## src/rtl/vrr_pkg.sv

```systemverilog
package vrr_pkg;
  localparam int ADDR_W = 3;

  localparam logic [ADDR_W-1:0] ADDR_MIN  = 3'd0;
  localparam logic [ADDR_W-1:0] ADDR_MAX  = 3'd1;
  localparam logic [ADDR_W-1:0] ADDR_FLIP = 3'd2;
  localparam logic [ADDR_W-1:0] ADDR_CTRL = 3'd3;
  localparam logic [ADDR_W-1:0] ADDR_PUSH = 3'd4;

  localparam int CTRL_EN_BIT   = 0;
  localparam int CTRL_FLIP_BIT = 1;
  localparam int CTRL_IGN_BIT  = 2;
  localparam int CTRL_GB_LSB   = 8;
  localparam int PUSH_EN_BIT   = 0;
  localparam int PUSH_SEND_BIT = 1;

  // strobes from control to datapath
  typedef struct packed {
    logic cntClear;
    logic cntStep;
    logic latch;
    logic consume;
  } vrrStrobe_t;

  // compare results from datapath to control
  typedef struct packed {
    logic atDeadline;
    logic atEarliest;
    logic pushPending;
    logic hitVbsStep;
    logic geVbsStep;
    logic vbsZero;
    logic ctrlEnable;
  } vrrFlags_t;
endpackage

```

## src/rtl/vrr_datapath.sv

```systemverilog
module vrr_datapath
  import vrr_pkg::*;
#(
  parameter int LINE_W = 16,
  parameter int GB_W   = 8
) (
  input  logic              clk,
  input  logic              rstN,
  input  logic              wrEn,
  input  logic [ADDR_W-1:0] wrAddr,
  input  logic [LINE_W-1:0] wrData,
  input  logic [ADDR_W-1:0] rdAddr,
  output logic [LINE_W-1:0] rdData,
  input  vrrStrobe_t        strobe,
  output vrrFlags_t         flags,
  output logic [LINE_W-1:0] lineCnt,
  output logic [LINE_W-1:0] actMax,
  output logic              pushSend
);
  localparam int EXT_W = LINE_W + 1;

  logic [LINE_W-1:0] progMin, progMax, progFlip;
  logic [GB_W-1:0]   progGuard;
  logic              progEn, progFlipEn, progIgn, pushEn;

  logic [LINE_W-1:0] actMin, actFlip;
  logic [GB_W-1:0]   actGuard;
  logic              actFlipEn;

  logic [EXT_W-1:0]  lineNext, totalExt, guardEff, vbStart, minPlusOne, earliestReg;
  logic              unusedBits;

  assign unusedBits = ^wrData[CTRL_GB_LSB-1:CTRL_IGN_BIT+1];

  always_ff @(posedge clk) begin
    if (!rstN) begin
      progMin    <= '0;
      progMax    <= '0;
      progFlip   <= '0;
      progGuard  <= '0;
      progEn     <= 1'b0;
      progFlipEn <= 1'b0;
      progIgn    <= 1'b0;
      pushEn     <= 1'b0;
    end else if (wrEn) begin
      case (wrAddr)
        ADDR_MIN:  progMin  <= wrData;
        ADDR_MAX:  progMax  <= wrData;
        ADDR_FLIP: progFlip <= wrData;
        ADDR_CTRL: begin
          progEn     <= wrData[CTRL_EN_BIT];
          progFlipEn <= wrData[CTRL_FLIP_BIT];
          progIgn    <= wrData[CTRL_IGN_BIT];
          progGuard  <= wrData[CTRL_GB_LSB +: GB_W];
        end
        ADDR_PUSH: pushEn <= wrData[PUSH_EN_BIT];
        default: ;
      endcase
    end
  end

  always_ff @(posedge clk) begin
    if (!rstN) begin
      pushSend <= 1'b0;
    end else if (wrEn && wrAddr == ADDR_PUSH) begin
      pushSend <= wrData[PUSH_EN_BIT] & wrData[PUSH_SEND_BIT];
    end else if (strobe.consume) begin
      pushSend <= 1'b0;
    end
  end

  always_ff @(posedge clk) begin
    if (!rstN) begin
      actMin    <= '0;
      actMax    <= '0;
      actFlip   <= '0;
      actGuard  <= '0;
      actFlipEn <= 1'b0;
    end else if (strobe.latch) begin
      actMin    <= progMin;
      actMax    <= progMax;
      actFlip   <= progFlip;
      actGuard  <= progGuard;
      actFlipEn <= progFlipEn;
    end
  end

  always_ff @(posedge clk) begin
    if (!rstN) begin
      lineCnt <= '0;
    end else if (strobe.cntClear) begin
      lineCnt <= '0;
    end else if (strobe.cntStep) begin
      lineCnt <= lineCnt + 1'b1;
    end
  end

  always_comb begin
    lineNext   = {1'b0, lineCnt} + 1'b1;
    totalExt   = {1'b0, actMax} + 1'b1;
    guardEff   = (actGuard == '0) ? EXT_W'(1) : {{(EXT_W-GB_W){1'b0}}, actGuard};
    vbStart    = (guardEff >= totalExt) ? '0 : totalExt - guardEff;
    minPlusOne = {1'b0, actMin} + 1'b1;
    if (actFlipEn) begin
      earliestReg = ({1'b0, actFlip} > minPlusOne) ? {1'b0, actFlip} : minPlusOne;
    end else begin
      earliestReg = {1'b0, actMin};
    end
  end

  always_comb begin
    flags.atDeadline  = lineCnt >= actMax;
    flags.atEarliest  = {1'b0, lineCnt} >= earliestReg;
    flags.pushPending = pushSend;
    flags.hitVbsStep  = lineNext == vbStart;
    flags.geVbsStep   = lineNext >= vbStart;
    flags.vbsZero     = vbStart == '0;
    flags.ctrlEnable  = progEn;
  end

  always_comb begin
    rdData = '0;
    case (rdAddr)
      ADDR_MIN:  rdData = progMin;
      ADDR_MAX:  rdData = progMax;
      ADDR_FLIP: rdData = progFlip;
      ADDR_CTRL: begin
        rdData[CTRL_EN_BIT]          = progEn;
        rdData[CTRL_FLIP_BIT]        = progFlipEn;
        rdData[CTRL_IGN_BIT]         = progIgn;
        rdData[CTRL_GB_LSB +: GB_W]  = progGuard;
      end
      ADDR_PUSH: begin
        rdData[PUSH_EN_BIT]   = pushEn;
        rdData[PUSH_SEND_BIT] = pushSend;
      end
      default: rdData = '0;
    endcase
  end
endmodule

```

## src/rtl/vrr_control.sv

```systemverilog
module vrr_control
  import vrr_pkg::*;
(
  input  logic       clk,
  input  logic       rstN,
  input  logic       lineTick,
  input  vrrFlags_t  flags,
  output vrrStrobe_t strobe,
  output logic       frameStart,
  output logic       regLatch,
  output logic       vblank,
  output logic       liveEn
);
  logic exitNow, latchNow, vblankNext;

  always_comb begin
    exitNow = lineTick &&
              (flags.atDeadline || (liveEn && flags.pushPending && flags.atEarliest));
    if (liveEn) begin
      latchNow = exitNow;
    end else begin
      latchNow = lineTick && (exitNow ? flags.vbsZero : flags.hitVbsStep);
    end
    vblankNext      = exitNow ? flags.vbsZero : flags.geVbsStep;
    strobe.cntClear = exitNow;
    strobe.cntStep  = lineTick && !exitNow;
    strobe.latch    = latchNow;
    strobe.consume  = exitNow && liveEn;
  end

  always_ff @(posedge clk) begin
    if (!rstN) begin
      frameStart <= 1'b0;
      regLatch   <= 1'b0;
      vblank     <= 1'b0;
      liveEn     <= 1'b0;
    end else begin
      frameStart <= exitNow;
      regLatch   <= latchNow;
      if (lineTick) vblank <= vblankNext;
      if (exitNow)  liveEn <= flags.ctrlEnable;
    end
  end
endmodule

```

## src/rtl/vrr_timing_ctrl.sv

```systemverilog
module vrr_timing_ctrl
  import vrr_pkg::*;
#(
  parameter int LINE_W = 16,
  parameter int GB_W   = 8
) (
  input  logic              clk,
  input  logic              rstN,
  input  logic              lineTick,
  input  logic              wrEn,
  input  logic [ADDR_W-1:0] wrAddr,
  input  logic [LINE_W-1:0] wrData,
  input  logic [ADDR_W-1:0] rdAddr,
  output logic [LINE_W-1:0] rdData,
  output logic              vblank,
  output logic              frameStart,
  output logic              regLatch,
  output logic              liveEn
);
  vrrStrobe_t        strobe;
  vrrFlags_t         flags;
  logic [LINE_W-1:0] lineCnt, actMax;
  logic              pushSend;

  vrr_datapath #(.LINE_W(LINE_W), .GB_W(GB_W)) uData (
    .clk(clk), .rstN(rstN), .wrEn(wrEn), .wrAddr(wrAddr), .wrData(wrData),
    .rdAddr(rdAddr), .rdData(rdData), .strobe(strobe), .flags(flags),
    .lineCnt(lineCnt), .actMax(actMax), .pushSend(pushSend)
  );

  vrr_control uCtrl (
    .clk(clk), .rstN(rstN), .lineTick(lineTick), .flags(flags), .strobe(strobe),
    .frameStart(frameStart), .regLatch(regLatch), .vblank(vblank), .liveEn(liveEn)
  );
endmodule

```

## config.mk

```make
export PLATFORM = sky130hd
export DESIGN_NAME = vrr_timing_ctrl
export DESIGN_NICKNAME = d
export VERILOG_FILES = /design/src/rtl/vrr_pkg.sv /design/src/rtl/vrr_datapath.sv /design/src/rtl/vrr_control.sv /design/src/rtl/vrr_timing_ctrl.sv
export SDC_FILE = /design/constraint.sdc
export NUM_CORES = 1
export LEC_CHECK = 0
export ABC_AREA = 1
export BUFFER_PORTS_ARGS = -buffer_cell sky130_fd_sc_hd__buf_2
export CAP_MARGIN = 15
export CORE_MARGIN = 3
export CORE_UTILIZATION = 55
export DETAILED_ROUTE_END_ITERATION = 16
export HOLD_SLACK_MARGIN = 0.1
export PLACE_DENSITY = 0.73
export SLEW_MARGIN = 20
export SYNTH_ARGS = -nofsm -noshare
export SYNTH_HDL_FRONTEND = slang
export SYNTH_SLANG_ARGS = --single-unit
```

## constraint.sdc

```tcl
create_clock -name clk -period 9.58 [get_ports clk]
set_input_delay 0.958 -clock clk [delete_from_list [all_inputs] [get_ports clk]]
set_output_delay 0.958 -clock clk [all_outputs]
set_load 0.005 [all_outputs]
```

==> results.yml, run 1 <==
outcome:
  outcome: "complete, no violations"
pwr:
  power_uw: 2363
  powerDensity_nw_per_um2: 230.9
  leakage_uw: 0.004987
  peakVddDrop_uv: 151.0
synth:
  synth-edff-count: 0
  synth_cell_types: 44
  syn_area_per_cell_um2: 6.665
  syn_nets: 1506
  yosysSeqAreaShare_pct: 29.54
  ys_async_sr_fraction_pct: 0
  ys_seq_elements: 138
  synth_cells: 1403
  mappedNetlistArea_um2: 9351
  yosysWarningCount: 0
  ys.flop_type: "dfxtp_1"
floorplanning:
  rows: 47
  pin_count: 46
  die_h_um: 136.4
  die_area_um2: 18600
  initial_core_util_pct: 56.39
  die_w_um: 136.4
  core_um2: 16580
final_layout:
  fillCellCount: 1590
  drive_above_1_share_pct: 10.64
  area_growth_pct: 9.433
  finalInstanceArea_um2: 10230
  final_util_pct: 61.71
  diodes: 0
  final_cell_mix: "nand2_1, nor2_1, inv_1, dfxtp_1, o21ai_0"
  nNetsFinal: 1519
  layout_commonest_cell: "nand2_1"
clocking:
  cts_setup_buffers: 0
  cts_hold_buffers: 0
  clock_latency_ns: 0.44
  htreeDepth: 4
  clock_sinks: 138
  clk_pin_slew_ns: 0.06
  cts_resized: 0
  tritoncts: "done"
  cts_made_buffers: 17
  cts_buffer_depth: 2
  cts_root_buf: "clkbuf_16"
worst_setup_path:
  cp_top_family: "simple AND/OR/NAND/NOR gates"
  path_class: "reg2reg"
  cpMaxStageDelayCell: "nand2_4"
  crit_fanout: 83
  cp_data_required_time_ns: 9.90
  startpoint_type: "flip-flop"
  cp-endpoint: "uData.actMin[9]"
  rrSetupSlack_ns: 2.10
  slowest_delay_ns: 0.77
  r2r_end: "uData.actMin[9]"
  cp_num_buf_inv: 4
  cp-startpoint: "uData.actMin[0]"
  path_depth: 34
  arrival_ns: 7.80
  reg2reg_depth: 34
  end_kind: "flip-flop"
  crit_top_cell: "nand2_1"
  reg2reg_from: "uData.actMin[0]"
global_routing:
  antenna_found_initial: 0
  grt_pass1_wl_um: 42400
  grt_max_degree: 119
  first_global_vias: 8220
  overflow: 0
  grt_usage_pct: 29.21
sta:
  period_share_pct: 78.06
  slew_headroom_pct: 25.92
  slew_violations: 0
  fmax_mhz: 133.7
  fin_skew_ns: 0.01787
  rsz0062_at_grt: "no"
  worst_pin_slew_ns: 1.111
  hold_ws_ns: 0.4839
  hold_viol_final: 0
  tns_ns: 0
  layout_min_cycle_time_ns: 7.478
  setup_viol: 0
routing:
  antenna_left: 0
  drt_pass1_iterations: 5
  drc_errors: 0
  num_vias: 9218
  wirelength_um: 26970
  dr.first_iter.drc_count: 905
  viasPerCell: 5.590
  detail_route.wl_per_cell_um: 16.35
flow_run:
  drv_cap: 0
min_path:
  hold_path_depth: 2
  holdCritPathClass: "reg2reg"
place:
  portBuffers: 45
  dp_hpwl_um: 19510
  place.gp.congestion: 0.9443
  place_area_um2: 9634
worst min path at each step:
| stage | to | slack (ns) | start |
|---|---|---|---|
| 3_3_place_gp | uData.progIgn | 0.45 | uData.progIgn |
| 3_5_place_dp | uData.progIgn | 0.46 | uData.progIgn |
| 5_1_grt | uData.progIgn | 0.49 | uData.progIgn |
| 4_1_cts | uData.progIgn | 0.47 | uData.progIgn |
| 6_report | uData.pushEn | 0.48 | uData.pushEn |
| 2_1_floorplan | uCtrl.liveEn | 0.42 | uData.progEn |
sequential cells by signal, summed over array words and instances (netlist names):
register,flops
uData.pushSend,1
uData.actGuard,8
uData.actFlipEn,1
uData.progMin,16
uCtrl.frameStart,1
uData.actFlip,16
uData.progMax,16
uData.actMax,16
uData.pushEn,1
uData.progGuard,8
uCtrl.vblank,1
uData.progFlipEn,1
uData.actMin,16
uCtrl.liveEn,1
uData.progIgn,1
uData.lineCnt,16
uData.progEn,1
uCtrl.regLatch,1
uData.progFlip,16
cell usage after synthesis (2+ instances only):
cell type | n | area, µm²
a21o_1 | 2 | 15.01
ha_1 | 76 | 950.9
a21oi_1 | 74 | 370.4
a21oi_2 | 49 | 429.2
o21ai_0 | 106 | 530.5
o21a_1 | 2 | 15.01
buf_4 | 2 | 15.01
nand2_2 | 8 | 50.05
nor2_1 | 214 | 803.3
nand4_1 | 13 | 81.33
clkbuf_1 | 41 | 153.9
o2111ai_1 | 9 | 78.83
nor4_1 | 5 | 31.28
buf_2 | 10 | 50.05
nand3_1 | 103 | 515.5
xor2_1 | 33 | 289.0
xnor2_1 | 5 | 43.79
dfxtp_1 | 138 | 2763
nor3_1 | 18 | 90.09
nand2_1 | 286 | 1074
o21ai_1 | 6 | 30.03
buf_6 | 7 | 78.83
a211oi_1 | 9 | 67.56
o211ai_1 | 5 | 37.54
nor2_2 | 5 | 31.28
inv_1 | 159 | 596.8
per-layer routing:
layer  GRT usage, %  vias to the layer above  wire (µm)
met4          10.92                        0        842
met5              0                        -          0
met1          38.77                     4166      11590
met2          47.85                      366      12700
met3          4.663                       60       1835
li1               -                     4626          -
tightest hold or removal path: stages (launching register included):
cell and delay (ns):
dfxtp_1 0.31, nand2_1 0.06, a21oi_1 0.06
power by group:
| part | leakage (µW) | total, µW | switching (µW) | internal, µW |
|---|---|---|---|---|
| registers | 0.00112 | 687 | 62.1 | 624 |
| clock network | 0.000277 | 658 | 289 | 369 |
| logic | 0.00359 | 1020 | 653 | 365 |
| total | 0.00499 | 2360 | 1000 | 1360 |
metrics by stage:
| stage | worst slack (ns) | instances |
|---|---|---|
| floorplan | 4.553 | 1403 |
| global placement | 2.599 | 1616 |
| detailed placement | 2.249 | 1616 |
| CTS | 2.206 | 1648 |
| global route | 1.196 | 1649 |
| finish | 2.102 | 1649 |
area by class of cell:
cell class                      count  area (µm²)  share of cell area (%)
Tap cell                          220       275.3                   2.690
Inverter                          160       600.6                   5.869
Timing Repair Buffer               54       307.8                   3.008
Clock buffer                       18       429.2                   4.194
Sequential cell                   138        2763                   27.00
Multi-Input combinational cell   1045        5708                   55.78
Clock inverter                     14       150.1                   1.467
logic make-up (layout without fill, tap and decap cells):
family          count (synthesis)  count (layout)  synth area share (%)
simple gates                  658             658                 29.15
compound gates                272             272                 17.76
buf+inv                       220             246                 9.607
flops                         138             138                 29.54
fa+ha+maj                      77              77                 10.38
xor+xnor                       38              38                 3.559
(Power assumes the default switching activity.)
==> inputs of run 2 (changes only) <==
--- a/config.mk
+++ b/config.mk
@@ -5,14 +5,14 @@
 export SDC_FILE = /design/constraint.sdc
 export NUM_CORES = 1
 export LEC_CHECK = 0
-export ABC_AREA = 1
+export ABC_AREA = 0
 export BUFFER_PORTS_ARGS = -buffer_cell sky130_fd_sc_hd__buf_2
 export CAP_MARGIN = 15
 export CORE_MARGIN = 3
 export CORE_UTILIZATION = 55
 export DETAILED_ROUTE_END_ITERATION = 16
 export HOLD_SLACK_MARGIN = 0.1
-export PLACE_DENSITY = 0.73
+export PLACE_DENSITY = 0.76
 export SLEW_MARGIN = 20
 export SYNTH_ARGS = -nofsm -noshare
 export SYNTH_HDL_FRONTEND = slang
==> constraint.sdc (replaced) <==
create_clock -name clk -period 6.1 [get_ports clk]
set_input_delay 0.61 -clock clk [delete_from_list [all_inputs] [get_ports clk]]
set_output_delay 0.61 -clock clk [all_outputs]
set_load 0.005 [all_outputs]
==> run 2 against run 1 <==
- clock-buffer cell count did not move
- largest power group is now clock
- largest cell class unchanged
- die area rose by 0.24%
- global-route usage fell by 0.87 points
- worst hold slack got worse by 0.029 ns
- sequential power rose by 36%
- routed wire length fell by 0.78%
- critical endpoint is now uData.actFlip[0]
==> results.yml, run 2 <==
synth:
  synth_compound_area_share_pct: 14.96
  synth_common_cells: "nand2_1, dfxtp_1, a21oi_1"
  synth_top_family_by_area: "simple AND/OR/NAND/NOR gates"
  synth-simple-area-share_pct: 24.96
  mappedNetlistArea_um2: 9375
  synth_fa_ha_area_share_pct: 10.36
  synth-edff-count: 0
  synth_mux_area_share_pct: 10.56
  synth_cells: 1206
  ys_seq_elements: 138
  syn_area_per_cell_um2: 7.774
  yosys-top-cells-area: "dfxtp_1, nand2_1, ha_1, mux2i_1, a21oi_1"
  ys_async_sr_fraction_pct: 0
  synth_cell_types: 67
  syn_nets: 1309
  ys.flop_type: "dfxtp_1"
  synth-xor-area-share_pct: 4.671
  yosysMostFrequentCell: "nand2_1"
  yosysWarningCount: 0
  yosysSeqAreaShare_pct: 29.47
  synth_top_cell_by_area: "dfxtp_1"
  netlist.area_leader.share_pct: 29.47
floorplanning:
  die_w_um: 136.6
  die_h_um: 136.6
  pin_count: 46
  initial_core_util_pct: 56.33
  rows: 47
  die_area_um2: 18650
  core_um2: 16640
routing:
  dr.first_iter.drc_count: 800
  drt_pass1_iterations: 5
  detail_route.wl_per_cell_um: 18.47
  drc_errors: 0
  antenna_left: 0
  viasPerCell: 6.119
  wirelength_um: 26760
  num_vias: 8866
sta:
  tns_ns: 0
  fin_skew_ns: 0.01232
  rsz0062_at_grt: "no"
  layout_min_cycle_time_ns: 5.750
  slew_headroom_pct: 34.45
  slew_violations: 0
  fmax_mhz: 173.9
  worst_slack_ns: 0.3504
  period_share_pct: 94.26
  setup_viol: 0
  hold_viol_final: 0
  worst_pin_slew_ns: 0.9833
min_path:
  worstHoldEndpoint: "uData.progGuard[6]"
  holdCritPathClass: "in2reg"
  min_from: "wrData[14]"
  hold_path_depth: 3
worst_setup_path:
  rrSetupSlack_ns: 0.35
  cp-startpoint: "uData.actMin[0]"
  r2r_end: "uData.actFlip[0]"
  path_class: "reg2reg"
  startpoint_type: "flip-flop"
  arrival_ns: 6.10
  cp_data_required_time_ns: 6.45
  reg2reg_from: "uData.actMin[0]"
  end_kind: "flip-flop"
  reg2reg_depth: 25
  crit_fanout: 29
clocking:
  tritoncts: "done"
  cts_made_buffers: 17
  cts_setup_buffers: 0
  clock_latency_ns: 0.42
  clock_sinks: 138
  htreeDepth: 4
  cts_buffer_depth: 2
  clk_pin_slew_ns: 0.06
  cts_root_buf: "clkbuf_16"
flow_run:
  drv_cap: 0
final_layout:
  final_util_pct: 62.03
  layout_commonest_cell: "nand2_1"
  final_cell_mix: "nand2_1, dfxtp_1, a21oi_1, ha_1, mux2i_1"
  drive_above_1_share_pct: 9.927
  area_growth_pct: 10.10
  diodes: 0
  nNetsFinal: 1321
  fillCellCount: 1439
global_routing:
  grt_pass1_wl_um: 41760
  grt_usage_pct: 28.34
  antenna_found_initial: 0
  grt_max_degree: 101
  first_global_vias: 8173
  overflow: 0
pwr:
  peakVddDrop_uv: 239.6
  powerDensity_nw_per_um2: 236.6
  p_int_uw: 1723
  p_comb_share_pct: 19.1
  swShare_pct: 29.44
  seq_power_share_pct: 38.4
  leakage_uw: 0.004119
  pwr-share-clk_pct: 42.5
  power_switching_uw: 718.9
place:
  place.gp.congestion: 0.9452
  pre_cts_slack_ns: 0.1722
  dp_hpwl_um: 19300
  portBuffers: 45
outcome:
  outcome: "complete, no violations"
## run 2: critical path, stage by stage, from the launching register on
cell and delay (ns):
dfxtp_1 0.39, ha_1 0.24, and3_1 0.19, nand3_1 0.10, nor2_1 0.14, xnor2_1 0.17
ha_1 0.29, a21o_1 0.17, a21o_1 0.17, a21o_1 0.16, a21o_1 0.17, a21o_1 0.18
a221o_1 0.38, and3_2 0.28, and3_1 0.21, a221oi_1 0.22, ha_1 0.29, a21o_1 0.18
a21o_1 0.17, a21oi_1 0.14, nor2_1 0.06, a211oi_2 0.28, o211ai_2 0.16, a41oi_4 0.37
buf_8 0.33, mux2i_1 0.22
## run 2: layout make-up
| type | instances | area (µm²) | share of cell area [%] |
|---|---|---|---|
| multi-input cells | 956 | 6158 | 59.66 |
| flip-flops and latches | 138 | 2763 | 26.76 |
| clock buffers | 18 | 439.2 | 4.255 |
| clock inverters | 12 | 141.4 | 1.370 |
| well taps | 220 | 275.3 | 2.667 |
| inverters | 43 | 161.4 | 1.564 |
| repair buffers | 62 | 384.1 | 3.721 |
## run 2: cell families (layout without fill, tap and decap cells)
group | count (synthesis) | count (layout)
DFF | 138 | 138
muxes | 87 | 87
and+or+nand+nor | 517 | 517
adders and majority gates | 77 | 77
AOI/OAI and AO/OA | 225 | 225
xor gates and xnor gates | 50 | 50
buffers and inverters | 112 | 135
## run 2: power by group through the flow
stage          Clock [µW]  Sequential (µW)  Combinational, µW
2_1_floorplan           0              949                343
3_3_place_gp            0              955                438
3_5_place_dp            0              956                438
4_1_cts              1030              937                441
5_1_grt              1070              939                503
6_report             1040              937                466
## run 2: routing by layer
metal | GRT usage, % | share of wire, %
met1 | 38.27 | 43
met2 | 44.69 | 45
met3 | 4.632 | 8.2
met4 | 12.60 | 3.7
met5 | 0 | 0
## run 2: timing repair
action | in CTS | in global routing
setup endpoints to repair | 0 | 62
resized for setup | 0 | 6
hold buffers | 0 | 0
## run 2: worst max-delay path by stage
stage	endpoint	slack [ns]	depth (start not counted)
6_report	uData.actFlip[0]	0.35	25
5_1_grt	uData.actGuard[7]	0.01	25
4_1_cts	uData.actMax[4]	0.14	26
3_5_place_dp	uCtrl.regLatch	0.17	26
3_3_place_gp	uCtrl.regLatch	0.28	26
2_1_floorplan	uCtrl.regLatch	0.21	28
## run 2: stage by stage
step	hold slack (ns)	instance area [µm²]	total power, µW	cells
after floorplan	0.4332	9375	1292	1206
after global placement	0.4398	9704	1393	1417
after detailed placement	0.4536	9704	1395	1417
after CTS	0.4571	10280	2411	1447
after global routing	0.4657	10320	2516	1449
final	0.4550	10320	2442	1449
==> inputs of run 3 (changes only) <==
--- a/config.mk
+++ b/config.mk
@@ -8,11 +8,12 @@
 export ABC_AREA = 0
 export BUFFER_PORTS_ARGS = -buffer_cell sky130_fd_sc_hd__buf_2
 export CAP_MARGIN = 15
+export CORE_ASPECT_RATIO = 1.5
 export CORE_MARGIN = 3
 export CORE_UTILIZATION = 55
 export DETAILED_ROUTE_END_ITERATION = 16
 export HOLD_SLACK_MARGIN = 0.1
-export PLACE_DENSITY = 0.76
+export PLACE_DENSITY = 0.73
 export SLEW_MARGIN = 20
 export SYNTH_ARGS = -nofsm -noshare
 export SYNTH_HDL_FRONTEND = slang
==> constraint.sdc (replaced) <==
create_clock -name clk -period 6.17 [get_ports clk]
set_input_delay 0.617 -clock clk [delete_from_list [all_inputs] [get_ports clk]]
set_output_delay 0.617 -clock clk [all_outputs]
set_load 0.005 [all_outputs]
==> run 3 against run 2 <==
- total power down 1.7%
- setup slack got worse by 0.054 ns
- flip-flop and latch count unchanged
- maximum frequency fell by 2.1%
- largest power group unchanged
- design area is essentially flat
- critical endpoint is now uData.actGuard[0]
==> results.yml, run 3 (synthesized netlist as in run 2, its figures left out) <==
min_path:
  holdCritPathClass: "reg2reg"
  min_from: "uCtrl.vblank"
  hold_path_depth: 2
  worstHoldEndpoint: "uCtrl.vblank"
floorplanning:
  core_um2: 16470
  die_h_um: 165.9
  initial_core_util_pct: 56.91
  rows: 57
  pin_count: 46
  die_w_um: 112.6
  die_area_um2: 18680
worst_setup_path:
  reg2reg_depth: 25
  cp_data_required_time_ns: 6.52
  end_kind: "flip-flop"
  startpoint_type: "flip-flop"
  crit_fanout: 29
  reg2reg_from: "uData.actMin[0]"
  slowest_delay_ns: 0.42
  crit_top_cell: "a21o_1"
  r2r_end: "uData.actGuard[0]"
  rrSetupSlack_ns: 0.30
  cpMaxStageDelayCell: "dfxtp_1"
  path_class: "reg2reg"
  arrival_ns: 6.22
sta:
  rsz0062_at_grt: "no"
  fmax_mhz: 170.2
  slew_violations: 0
  fin_skew_ns: 0.01184
  slew_headroom_pct: 29.94
  tns_ns: 0
  period_share_pct: 95.20
  hold_viol_final: 0
  worst_pin_slew_ns: 1.051
  setup_viol: 0
  layout_min_cycle_time_ns: 5.874
  worst_slack_ns: 0.2959
routing:
  wl_met2_um: 13780
  viasPerCell: 6.170
  wl_met1_um: 10400
  antenna_left: 0
  num_vias: 8873
  drt_pass1_iterations: 5
  wirelength_um: 27680
  detail_route.wl_per_cell_um: 19.25
  drc_errors: 0
  top_layer: "met4"
  dr.first_iter.drc_count: 728
  wl_met3_um: 1673
final_layout:
  diodes: 0
  nNetsFinal: 1322
  final_cell_mix: "nand2_1, dfxtp_1, a21oi_1, ha_1, mux2i_1"
  layout_commonest_cell: "nand2_1"
  area_growth_pct: 10.01
  drive_above_1_share_pct: 10.06
clocking:
  cts_setup_buffers: 0
  cts_resized: 0
  clk_pin_slew_ns: 0.06
  clock_sinks: 138
  cts_made_buffers: 17
  tritoncts: "done"
  clock_latency_ns: 0.43
  cts_hold_buffers: 0
  cts_root_buf: "clkbuf_16"
  cts_buffer_depth: 2
  htreeDepth: 4
global_routing:
  antenna_found_initial: 0
  grt_usage_pct: 29.35
  overflow: 0
  first_global_vias: 8501
  grt_pass1_wl_um: 43910
  grt_max_degree: 107
pwr:
  powerDensity_nw_per_um2: 232.7
  leakage_uw: 0.004126
  peakVddDrop_uv: 212.6
  power_uw: 2400
place:
  dp_hpwl_um: 20250
  pre_cts_slack_ns: 0.3532
  place.gp.congestion: 0.9464
  portBuffers: 45
flow_run:
  drv_cap: 0
outcome:
  outcome: "complete, no violations"
## run 3: cell types whose count changed in the layout (fill, tap and decap cells not counted), sizes merged
cell,delta
clkinv,-1
bufinv,-1
clkinvlp,+1
buf,+1
clkbuf,-1
inv,+4
## run 3: area by class of cell
class | instances | area (µm²)
clock buffer | 17 | 425.4
clock inverter | 15 | 162.7
fill | 1491 | 6161
inverter | 43 | 161.4
multi-input combinational | 956 | 6156
sequential | 138 | 2763
tap | 206 | 257.7
timing repair buffer | 63 | 387.9
## run 3: worst max path at each step
stage | slack (ns) | start | end
after floorplan | 0.28 | uData.actMin[0] | uCtrl.regLatch
after global placement | 0.42 | uData.actMin[0] | uCtrl.regLatch
after detailed placement | 0.35 | uData.actMin[0] | uCtrl.regLatch
after CTS | 0.28 | uData.actMin[0] | uCtrl.regLatch
after global routing | 0.01 | uData.actMin[0] | uData.actFlip[0]
final | 0.30 | uData.actMin[0] | uData.actGuard[0]
## run 3: layer usage
metal | global-route usage (%) | vias to the layer above
met3 | 3.719 | 99
met2 | 50.10 | 394
met5 | 0 | -
met1 | 34.19 | 4139
li1 | - | 4241
met4 | 18.72 | 0
## run 3: report_power, final
part	leakage, µW	switching (µW)	internal [µW]	total [µW]
Clock	0.000281	449	572	1020
Combinational	0.00273	271	182	453
Sequential	0.00111	18.2	908	927
Total	0.00413	738	1660	2400
## run 3: stage by stage
step	instances	hold WS (ns)	instance area, µm²	util, %
6_report	1438	0.4564	10310	62.60
2_1_floorplan	1206	0.4332	9375	-
4_1_cts	1437	0.4489	10290	62.46
3_3_place_gp	1405	0.4385	9702	58.89
5_1_grt	1438	0.4558	10310	62.60
3_5_place_dp	1405	0.4492	9702	58.89
## run 3: worst max-delay path: cells and delay by family, from the launching register on
kind	cells	cell delay [ns]
xor gates and xnor gates	1	0.16
and+or+nand+nor	6	0.99
DFF	1	0.42
AOI/OAI and AO/OA	13	2.81
adders and majority gates	3	0.84
muxes	1	0.23
buffers and inverters	1	0.31
